File: config.mk
export PLATFORM = sky130hd
export DESIGN_NAME = gpio_mask_bank
export DESIGN_NICKNAME = d
export VERILOG_FILES = /design/src/rtl/gpio_bank_pkg.sv /design/src/rtl/gpio_bank_ctrl.sv /design/src/rtl/gpio_bank_dp.sv /design/src/rtl/gpio_mask_bank.sv
export SDC_FILE = /design/constraint.sdc
export NUM_CORES = 1
export LEC_CHECK = 0
export BUFFER_PORTS_ARGS = -buffer_cell sky130_fd_sc_hd__clkbuf_2
export CAP_MARGIN = 10
export CORE_UTILIZATION = 41
export DETAILED_ROUTE_END_ITERATION = 10
export HOLD_SLACK_MARGIN = 0.08
export PLACE_DENSITY = 0.72
export SLEW_MARGIN = 20
export SYNTH_ARGS = -nofsm -noshare
export SYNTH_HDL_FRONTEND = slang
export SYNTH_HIERARCHICAL = 1
export SYNTH_SLANG_ARGS = --single-unit
File: constraint.sdc
create_clock -name clk -period 3 [get_ports clk]
set_input_delay 0.45 -clock clk [delete_from_list [all_inputs] [get_ports clk]]
set_output_delay 0.45 -clock clk [all_outputs]
set_load 0.005 [all_outputs]
File: src/rtl/gpio_bank_pkg.sv
package gpio_bank_pkg;

  typedef enum logic [1:0] {
    RD_ZERO = 2'd0,
    RD_PINS = 2'd1,
    RD_DIR  = 2'd2,
    RD_OE   = 2'd3
  } rdSel_e;

  // strobes handed from the address decoder to the datapath
  typedef struct packed {
    logic [1:0] wrHalf;  // bit 0: lower mask port, bit 1: upper mask port
    logic       wrDir;
    logic       wrOe;
    logic       rdEn;
    rdSel_e     rdSel;
  } strobe_t;

endpackage

File: src/rtl/gpio_bank_ctrl.sv
module gpio_bank_ctrl
  import gpio_bank_pkg::*;
#(
  parameter int ADDR_W   = 12,
  parameter int BANK_IDX = 0
) (
  input  logic              wrEn,
  input  logic              rdEn,
  input  logic [ADDR_W-1:0] addr,
  output strobe_t           strb
);

  localparam logic [ADDR_W-1:0] OFS_LO   = ADDR_W'(8 * BANK_IDX);
  localparam logic [ADDR_W-1:0] OFS_HI   = ADDR_W'(8 * BANK_IDX + 4);
  localparam logic [ADDR_W-1:0] OFS_PINS = ADDR_W'(32'h060 + 4 * BANK_IDX);
  localparam logic [ADDR_W-1:0] OFS_DIR  = ADDR_W'(32'h204 + 32'h40 * BANK_IDX);
  localparam logic [ADDR_W-1:0] OFS_OE   = ADDR_W'(32'h208 + 32'h40 * BANK_IDX);

  always_comb begin
    strb        = '0;
    strb.rdSel  = RD_ZERO;
    if (wrEn) begin
      strb.wrHalf[0] = (addr == OFS_LO);
      strb.wrHalf[1] = (addr == OFS_HI);
      strb.wrDir     = (addr == OFS_DIR);
      strb.wrOe      = (addr == OFS_OE);
    end
    if (rdEn) begin
      strb.rdEn = 1'b1;
      if (addr == OFS_PINS)     strb.rdSel = RD_PINS;
      else if (addr == OFS_DIR) strb.rdSel = RD_DIR;
      else if (addr == OFS_OE)  strb.rdSel = RD_OE;
      else                      strb.rdSel = RD_ZERO;
    end
  end

endmodule

File: src/rtl/gpio_bank_dp.sv
module gpio_bank_dp
  import gpio_bank_pkg::*;
#(
  parameter int PIN_W = 32
) (
  input  logic             clk,
  input  logic             rst_n,
  input  strobe_t          strb,
  input  logic [PIN_W-1:0] wrData,
  input  logic [PIN_W-1:0] pinIn,
  output logic [PIN_W-1:0] outData,
  output logic [PIN_W-1:0] dirReg,
  output logic [PIN_W-1:0] oeReg,
  output logic [PIN_W-1:0] rdData
);

  localparam int HALF   = PIN_W / 2;
  localparam int NHALVES = 2;

  logic [HALF-1:0]  wrMask;
  logic [HALF-1:0]  wrBits;
  logic [PIN_W-1:0] pinMeta;
  logic [PIN_W-1:0] pinSync;
  logic [PIN_W-1:0] rdNext;

  assign wrMask = wrData[PIN_W-1:HALF];
  assign wrBits = wrData[HALF-1:0];

  // one merge register per half-word port
  for (genvar h = 0; h < NHALVES; h++) begin : g_half
    always_ff @(posedge clk) begin
      if (!rst_n) begin
        outData[h*HALF +: HALF] <= '0;
      end else if (strb.wrHalf[h]) begin
        outData[h*HALF +: HALF] <= (outData[h*HALF +: HALF] & wrMask) |
                                   (wrBits & ~wrMask);
      end
    end
  end

  always_ff @(posedge clk) begin
    if (!rst_n) begin
      dirReg <= '0;
      oeReg  <= '0;
    end else begin
      if (strb.wrDir) dirReg <= wrData;
      if (strb.wrOe)  oeReg  <= wrData;
    end
  end

  // two-flop synchroniser for the pin levels
  always_ff @(posedge clk) begin
    if (!rst_n) begin
      pinMeta <= '0;
      pinSync <= '0;
    end else begin
      pinMeta <= pinIn;
      pinSync <= pinMeta;
    end
  end

  always_comb begin
    unique case (strb.rdSel)
      RD_PINS: rdNext = pinSync;
      RD_DIR:  rdNext = dirReg;
      RD_OE:   rdNext = oeReg;
      default: rdNext = '0;
    endcase
  end

  always_ff @(posedge clk) begin
    if (!rst_n)         rdData <= '0;
    else if (strb.rdEn) rdData <= rdNext;
    else                rdData <= '0;
  end


  mask_keep_chk: assert property (@(posedge clk) disable iff (!rst_n)
    strb.wrHalf[0] |=> ((outData[HALF-1:0] ^ $past(outData[HALF-1:0])) &
                        $past(wrData[PIN_W-1:HALF])) == '0);


  mask_load_chk: assert property (@(posedge clk) disable iff (!rst_n)
    strb.wrHalf[0] |=> ((outData[HALF-1:0] ^ $past(wrData[HALF-1:0])) &
                        ~$past(wrData[PIN_W-1:HALF])) == '0);


  upper_isolated_chk: assert property (@(posedge clk) disable iff (!rst_n)
    strb.wrHalf[1] |=> $stable(outData[HALF-1:0]));


  dir_hold_chk: assert property (@(posedge clk) disable iff (!rst_n)
    !strb.wrDir |=> $stable(dirReg));


  zero_read_chk: assert property (@(posedge clk) disable iff (!rst_n)
    (strb.rdEn && strb.rdSel == RD_ZERO) |=> rdData == '0);


  idle_read_chk: assert property (@(posedge clk) disable iff (!rst_n)
    !strb.rdEn |=> rdData == '0);

endmodule

File: src/rtl/gpio_mask_bank.sv
module gpio_mask_bank
  import gpio_bank_pkg::*;
#(
  parameter int ADDR_W   = 12,
  parameter int PIN_W    = 32,
  parameter int BANK_IDX = 0
) (
  input  logic              clk,
  input  logic              rst_n,
  input  logic              busWrEn,
  input  logic              busRdEn,
  input  logic [ADDR_W-1:0] busAddr,
  input  logic [PIN_W-1:0]  busWrData,
  output logic [PIN_W-1:0]  busRdData,
  input  logic [PIN_W-1:0]  pinIn,
  output logic [PIN_W-1:0]  pinOut,
  output logic [PIN_W-1:0]  pinOe
);

  strobe_t          strb;
  logic [PIN_W-1:0] dirReg;
  logic [PIN_W-1:0] oeReg;

  gpio_bank_ctrl #(
    .ADDR_W   (ADDR_W),
    .BANK_IDX (BANK_IDX)
  ) u_ctrl (
    .wrEn (busWrEn),
    .rdEn (busRdEn),
    .addr (busAddr),
    .strb (strb)
  );

  gpio_bank_dp #(
    .PIN_W (PIN_W)
  ) u_dp (
    .clk     (clk),
    .rst_n   (rst_n),
    .strb    (strb),
    .wrData  (busWrData),
    .pinIn   (pinIn),
    .outData (pinOut),
    .dirReg  (dirReg),
    .oeReg   (oeReg),
    .rdData  (busRdData)
  );

  assign pinOe = dirReg & oeReg;

endmodule

==> results of run 1 <==
[area by class of cell]
class / count / share of cell area, %
Multi-Input combinational cell: 438 / 35.70
Timing Repair Buffer: 181 / 10.76
Tap cell: 225 / 3.194
Inverter: 1 / 0.04259
Clock inverter: 10 / 1.462
Clock buffer: 21 / 5.224
Sequential cell: 192 / 43.61
[cells in the mapped netlist (all sizes together)]
cell type and count:
nand2b 20, nand2 34, or4 2, nor4 2
mux2i 128, or3 1, xor2 1, o21ai 32
nor2 4, dfxtp 192, nand3 3, and3 2
nor4b 1, inv 1, and2 96, nor2b 97
and2b 12, a211oi 1, buf 18, and4b 2
clkbuf 22
[cell families (layout without fill, tap and decap cells)]
kind of cell           after synthesis  after routing  share of synthesized area (%)
AND/OR/NAND/NOR                    276            276                          23.16
multiplexers                       128            128                          17.75
AO/OA/AOI/OAI                       33             33                          2.323
flip-flops                         192            192                          53.26
buffers and inverters               41            213                          3.381
XOR/XNOR                             1              1                         0.1214
[critical path, stage by stage]
cell      delay, ns
clkbuf_2       0.09
or4_1          0.61
nor4_1         0.28
and3_2         0.25
and4b_2        0.80
nand2_1        0.14
o21ai_0        0.11
[worst paths after layout]
path | end | start | depth (start not counted)
worst max-delay path | u_dp/rdData[5] | busAddr[5] | 7
worst min register to register | u_dp/pinSync[6] | u_dp/pinMeta[6] | 1
worst max register to register | u_dp/rdData[0] | u_dp/oeReg[0] | 2
worst min-delay path | u_dp/pinMeta[19] | pinIn[19] | 2
[power by group]
| part | switching [mW] | internal (mW) | leakage [nW] | total [mW] |
|---|---|---|---|---|
| registers | 0.00844 | 2.59 | 1.56 | 2.60 |
| clock network | 0.968 | 1.28 | 0.278 | 2.25 |
| logic | 0.0825 | 0.0899 | 1.70 | 0.172 |
[metrics by stage]
step	util, %	power [mW]	worst slack [ns]
after floorplan	-	2.737	0.7230
after global placement	47.71	2.826	0.3000
after detailed placement	47.71	2.829	0.1928
after CTS	51.13	5.076	0.6400
after global routing	51.13	5.183	0.3084
final	51.13	5.018	0.6056
[layer usage]
metal	global-route usage, %	share of wire [%]	wire, um
met1	22.89	48	7673
met2	28.98	46	7334
met3	4.805	4.5	709
met4	5.243	0.98	156
met5	0	0	0
==> summary.txt, run 1 <==
Timing
  – Ratio of final minimum period to clock period: 79.81%
  – Setup Viol. Count Final: 0
  – Measured slew at the worst slew-check pin: 0.8761 ns
  – Final hold violations: 0
  – Worst max-slew margin expressed relative to the limit: 41.59%
  – Fin Setup TNS: 0 ns
  – Worst hold-check slack: 0.2242 ns
  – Highest clock frequency the design can meet: 417.6 MHz
  – Post-route minimum period: 2.394 ns
  – Maximum clock skew at final layout: 0.007285 ns
  – Max-slew violation count: 0
  – RSZ-0062 raised after global routing: false

Clock network
  – Sink Count: 192
  – TritonCTS clock tree: built
  – Bufs on Longest Clock Path: 2
  – Clock tree root buffer cell: clkbuf_16
  – Post-cts gate resize count: 0
  – Level count of the clock H-tree: 4
  – Number of buffers inserted by post-CTS setup repair: 0
  – Clock-pin slew on the worst setup and hold paths: 0.07 ns
  – Worst-skew pair later-pin latency: 0.42 ns
  – Number of buffers added to fix hold violations after cts: 0
  – TritonCTS Buffers: 17

Setup path
  – Slack of the worst reg-to-reg path: 2.28 ns
  – Signal arrival time at the worst endpoint: 2.73 ns
  – Setup Crit Path Kind: primary input to flip-flop
  – Crit. End Element: flip-flop
  – Data required time at the worst endpoint: 3.34 ns
  – Startpoint type of the worst setup path: primary input
  – Maximum fanout count along the critical path: 32

Power
  – Max rail drop VDD: 0.3928 mV
  – Pleak: 3.537 nW
  – Power density over the cells: 569.3 nW/um^2

Yosys
  – Portion of synthesized cell area occupied by the leading cell type: 53.26%
  – Register bit total from synthesis: 192
  – Synthesized netlist cell count: 671
  – Net count after synthesis: 751
  – Fraction of the yosys area taken by sequential cells: 53.26%
  – Most area-consuming cells after synthesis: dfxtp_1 (53%), mux2i_1 (18%), nor2b_1 (8.4%), and2_1 (8.3%), nand2_1 (1.8%)
  – Netlist cell types: 28
  – Area of the mapped netlist: 7217 um^2
  – Cell type contributing the most total cell area after synthesis: dfxtp_1
  – Number of warning messages in the yosys log: 6
  – Avg Cell Area, Syn: 10.76 um^2

Floorplanning
  – Die extent in x: 134.7 um
  – Height of the die: 134.7 um
  – Top-Level Pins: 176
  – Die ar.: 18140 um^2
  – Row Count: 48
  – Initial core utilization: 41.87%
  – Core region area: 17240 um^2

Cells and area
  – Post-layout nets: 911
  – Diodes inserted: 0
  – Flip-flop and latch area: 3844 um^2
  – Post-route cell area: 8813 um^2
  – Area grow syn2layout: 22.12%
  – FILL cells: 1576
  – Fraction of final layout cells with drive strength greater than 1: 25.86%
  – Most common cell after layout, fill and taps aside: dfxtp_1
  – Post-route non-filler standard cell count: 1068
  – Multi-input logic area: 3147 um^2
  – Commonest non-fill, non-tap cells in the layout: dfxtp_1 (192), clkbuf_2 (174), mux2i_1 (128)

Drt
  – Drt via density: 4.572
  – Residual DRC: 0
  – Detailed-route via count: 4883
  – Number of design-rule violations left by the first detailed-router iteration: 194
  – DRT antenna net count: 0
  – Detailed-router iteration count before antenna repair: 4
  – Sum of routed wire length over all layers: 15870 um
  – Per-cell routed wire length: 14.86 um

Placement
  – Post-Place Cells: 1037
  – Final Wtd Congestion: 0.7508
  – Number of I/O port buffers: 175
  – Cell area after placement: 8224 um^2
  – HPWL after detailed placement: 10240 um

Worst hold path
  – Hold crit path type: primary input to flip-flop

Global routing
  – First-pass GRT wire length: 24410 um
  – Total congestion overflow after global routing: 0
  – Pin count of the biggest net entering global routing: 111
  – Number of antenna violations at the first check in global routing: 0
  – Via count of the first global-routing pass: 4659
  – Total routing resource utilization after global routing: 17.76%

Flow run
  – Max Cap Violations: 0

Status
  – Outcome: complete, no violations
Note: power is estimated with default switching activity, not from simulation.
==> run 2: changes to the inputs <==
ABC_AREA = 1   (was not set)
PLACE_DENSITY = 0.74   (was 0.72)
clock period = 2.1 ns   (was 3 ns; I/O delays follow)
==> run 2 against run 1 <==
Compared with the run above: via count rose by 36%; first-iteration DRC count is 120% higher; critical path depth grew 5; worst setup slack better by 0.077 ns; sequential power grew 43%; final cell count rose by 30%; die area increased by 3.7%; power grew 44%; sequential share of layout area is 2.0 points lower; critical path type unchanged; largest power group unchanged.
==> summary.txt, run 2 <==
Yosys
  – Avg Cell Area, Syn: 7.698 um^2 (-28%)
  – Net count after synthesis: 1053 (+40%)
  – Area of the mapped netlist: 7490 um^2 (+3.8%)
  – Share of synthesized registers carrying an async set or reset: 0% (unchanged)
  – Cell type contributing the most total cell area after synthesis: dfxtp_1
  – Synth top cells by count: dfxtp_1 (192), inv_1 (175), nand2_1 (172), nand3_1 (162), a21oi_1 (96)
  – Portion of synthesized cell area occupied by the leading cell type: 51.32% (-1.9 points)
  – Number of warning messages in the yosys log: 6 (unchanged)
  – Fraction of the yosys area taken by sequential cells: 51.32% (-1.9 points)
  – Synthesized netlist cell count: 973 (+45%)
  – Most area-consuming cells after synthesis: dfxtp_1 (51%), nand3_1 (11%), inv_1 (8.8%), nand2_1 (8.6%), a21oi_1 (6.4%)
  – Number of enable-type register cells in the synthesized netlist: 0 (unchanged)
  – Register bit total from synthesis: 192 (unchanged)
  – Top_reg_cell synth: dfxtp_1
  – Cell with the most instances after synthesis: dfxtp_1
  – Netlist cell types: 23 (-18%)

Cells and area
  – Post-layout nets: 1228 (+35%)
  – Most common cell after layout, fill and taps aside: dfxtp_1
  – Flip-flop and latch area: 3844 um^2 (unchanged)
  – Fraction of final layout cells with drive strength greater than 1: 19.93% (-5.9 points)
  – Area grow syn2layout: 23.39%
  – Diodes inserted: 0 (unchanged)
  – Share of the core filled with cells in the final layout: 51.62% (+0.49 points)
  – FILL cells: 1761 (+12%)
  – Commonest non-fill, non-tap cells in the layout: dfxtp_1 (192), inv_1 (175), clkbuf_2 (174)
  – Multi-input logic area: 2535 um^2 (-19%)

Floorplanning
  – Row Count: 49 (+2.1%)
  – Height of the die: 137.2 um (+1.8%)
  – Top-Level Pins: 176 (unchanged)
  – Die extent in x: 137.2 um (+1.8%)
  – Core region area: 17900 um^2 (+3.9%)
  – Die ar.: 18810 um^2 (+3.7%)
  – Initial core utilization: 41.84% (about the same)

Power
  – Power density over the cells: 782.5 nW/um^2 (+37%)
  – Switching power as a share of total power: 22.18% (+1.1 points)
  – Pleak: 5.088 nW (+44%)
  – Power dissipated by switching net loads: 1.604 mW (+51%)
  – Logic gate share of total power: 4.6% (+1.2 points)
  – Cell Int Power: 5.627 mW (+42%)
  – Clock network fraction of design power: 44.1% (-0.7 points)
  – Max rail drop VDD: 0.5767 mV (+47%)
  – Relative contribution of sequential cells to total power: 51.3% (-0.4 points)

Clock network
  – Level count of the clock H-tree: 4 (unchanged)
  – Worst-skew pair later-pin latency: 0.43 ns (about the same)
  – Number of buffers added to fix hold violations after cts: 30 (+30)
  – Number of buffers inserted by post-CTS setup repair: 0 (unchanged)
  – Bufs on Longest Clock Path: 2 (unchanged)
  – Clock-pin slew on the worst setup and hold paths: 0.06 ns (about the same)
  – TritonCTS clock tree: built
  – Sink Count: 192 (unchanged)
  – Post-cts gate resize count: 0 (unchanged)
  – TritonCTS Buffers: 17 (unchanged)
  – Clock tree root buffer cell: clkbuf_16

Worst hold path
  – Hold crit path type: primary input to flip-flop
  – Cell count of the worst hold path: 3 (+1)

Timing
  – Worst max-slew margin expressed relative to the limit: 58.47% (+17 points)
  – Maximum clock skew at final layout: 0.005426 ns (-0.001859 ns)
  – Ratio of final minimum period to clock period: 67.50%
  – Fin Setup TNS: 0 ns (unchanged)
  – Measured slew at the worst slew-check pin: 0.6221 ns (-0.2540 ns)
  – Final hold violations: 0 (unchanged)
  – Highest clock frequency the design can meet: 705.4 MHz
  – Setup Viol. Count Final: 0 (unchanged)
  – Max-slew violation count: 0 (unchanged)
  – RSZ-0062 raised after global routing: false
  – Post-route minimum period: 1.418 ns

Global routing
  – Number of antenna violations at the first check in global routing: 0 (unchanged)
  – First-pass GRT wire length: 28950 um (+19%)
  – Via count of the first global-routing pass: 5697 (+22%)
  – Total routing resource utilization after global routing: 20.24% (+2.5 points)
  – Pin count of the biggest net entering global routing: 98 (-12%)
  – Total congestion overflow after global routing: 0 (unchanged)

Setup path
  – Number of cells traversed by the worst register-to-register path: 4 (+2)
  – Crit. End Element: flip-flop
  – Signal arrival time at the worst endpoint: 1.74 ns (-0.99 ns)
  – Setup Crit Path Kind: primary input to flip-flop
  – Maximum fanout count along the critical path: 32 (unchanged)
  – Startpoint type of the worst setup path: primary input
  – Data required time at the worst endpoint: 2.42 ns (-0.92 ns)

Flow run
  – Max Cap Violations: 0 (unchanged)

Drt
  – Detailed-router iteration count before antenna repair: 6 (+2)
  – DRT antenna net count: 0 (unchanged)
  – Detailed-route via count: 6650 (+36%)
  – Residual DRC: 0 (unchanged)
  – Per-cell routed wire length: 13.60 um (-8.5%)
  – Drt via density: 4.791 (+4.8%)
  – Sum of routed wire length over all layers: 18870 um (+19%)
  – Number of design-rule violations left by the first detailed-router iteration: 434 (+120%)

Status
  – Outcome: complete, no violations

Placement
  – Final Wtd Congestion: 0.8088 (+7.7%)
  – HPWL after detailed placement: 12630 um (+23%)
  – Number of I/O port buffers: 175 (unchanged)
run 2: power by group through the flow:
stage / clock, mW / combinational, mW / sequential [mW]
global placement: 0 / 0.285 / 3.80
floorplan: 0 / 0.174 / 3.79
CTS: 3.24 / 0.332 / 3.71
global route: 3.39 / 0.370 / 3.71
detailed placement: 0 / 0.288 / 3.80
finish: 3.19 / 0.329 / 3.71
run 2: final timing paths:
path | end | start | slack, ns
min | u_dp/pinMeta[0] | pinIn[0] | 0.10
min reg2reg | u_dp/pinSync[25] | u_dp/pinMeta[25] | 0.41
max | u_dp/rdData[29] | busAddr[9] | 0.68
max reg2reg | u_dp/rdData[29] | u_dp/dirReg[29] | 1.34
run 2: cell families after synthesis:
logic type / synth area share [%]
compound gates: 10.99
buf+inv: 15.40
flops: 51.32
simple gates: 22.29
run 2: metal layers:
layer  part of all wire [%]  vias to the layer above  global-route usage (%)  wire [um]
met5                      0                        -                       0          0
met4                    1.9                        0                   7.570        364
met3                    5.7                       25                   3.889       1078
met2                     48                      229                   33.56       8996
met1                     45                     3018                   25.96       8434
li1                       -                     3378                       -          -
run 2: layout make-up:
cell class / count / share of cell area (%)
Clock buffer: 20 / 4.833
Clock inverter: 10 / 1.408
Inverter: 176 / 7.149
Multi-Input combinational cell: 543 / 27.43
Sequential cell: 192 / 41.59
Tap cell: 229 / 3.100
Timing Repair Buffer: 218 / 14.49
run 2: critical path: stages:
cell and delay [ns]:
clkbuf_2 0.09, nor2_1 0.09, nand2_1 0.13, nor2_1 0.14, nand2_1 0.12, a21boi_4 0.19
inv_1 0.05, buf_4 0.26, nand3_1 0.12, nand3_1 0.08, nand2_1 0.07, inv_1 0.06
run 2: through the flow:
step           std cells  setup WS [ns]  hold WS, ns  instance area [um^2]  total power, mW
2_1_floorplan        973         0.6651       0.3905                  7490            3.965
5_1_grt             1388         0.4949       0.1027                  9241            7.474
4_1_cts             1388         0.7103      0.08769                  9241            7.286
3_3_place_gp        1328         0.2873       0.3963                  8364            4.080
6_report            1388         0.6824       0.1030                  9241            7.231
3_5_place_dp        1328         0.2760       0.3966                  8364            4.083
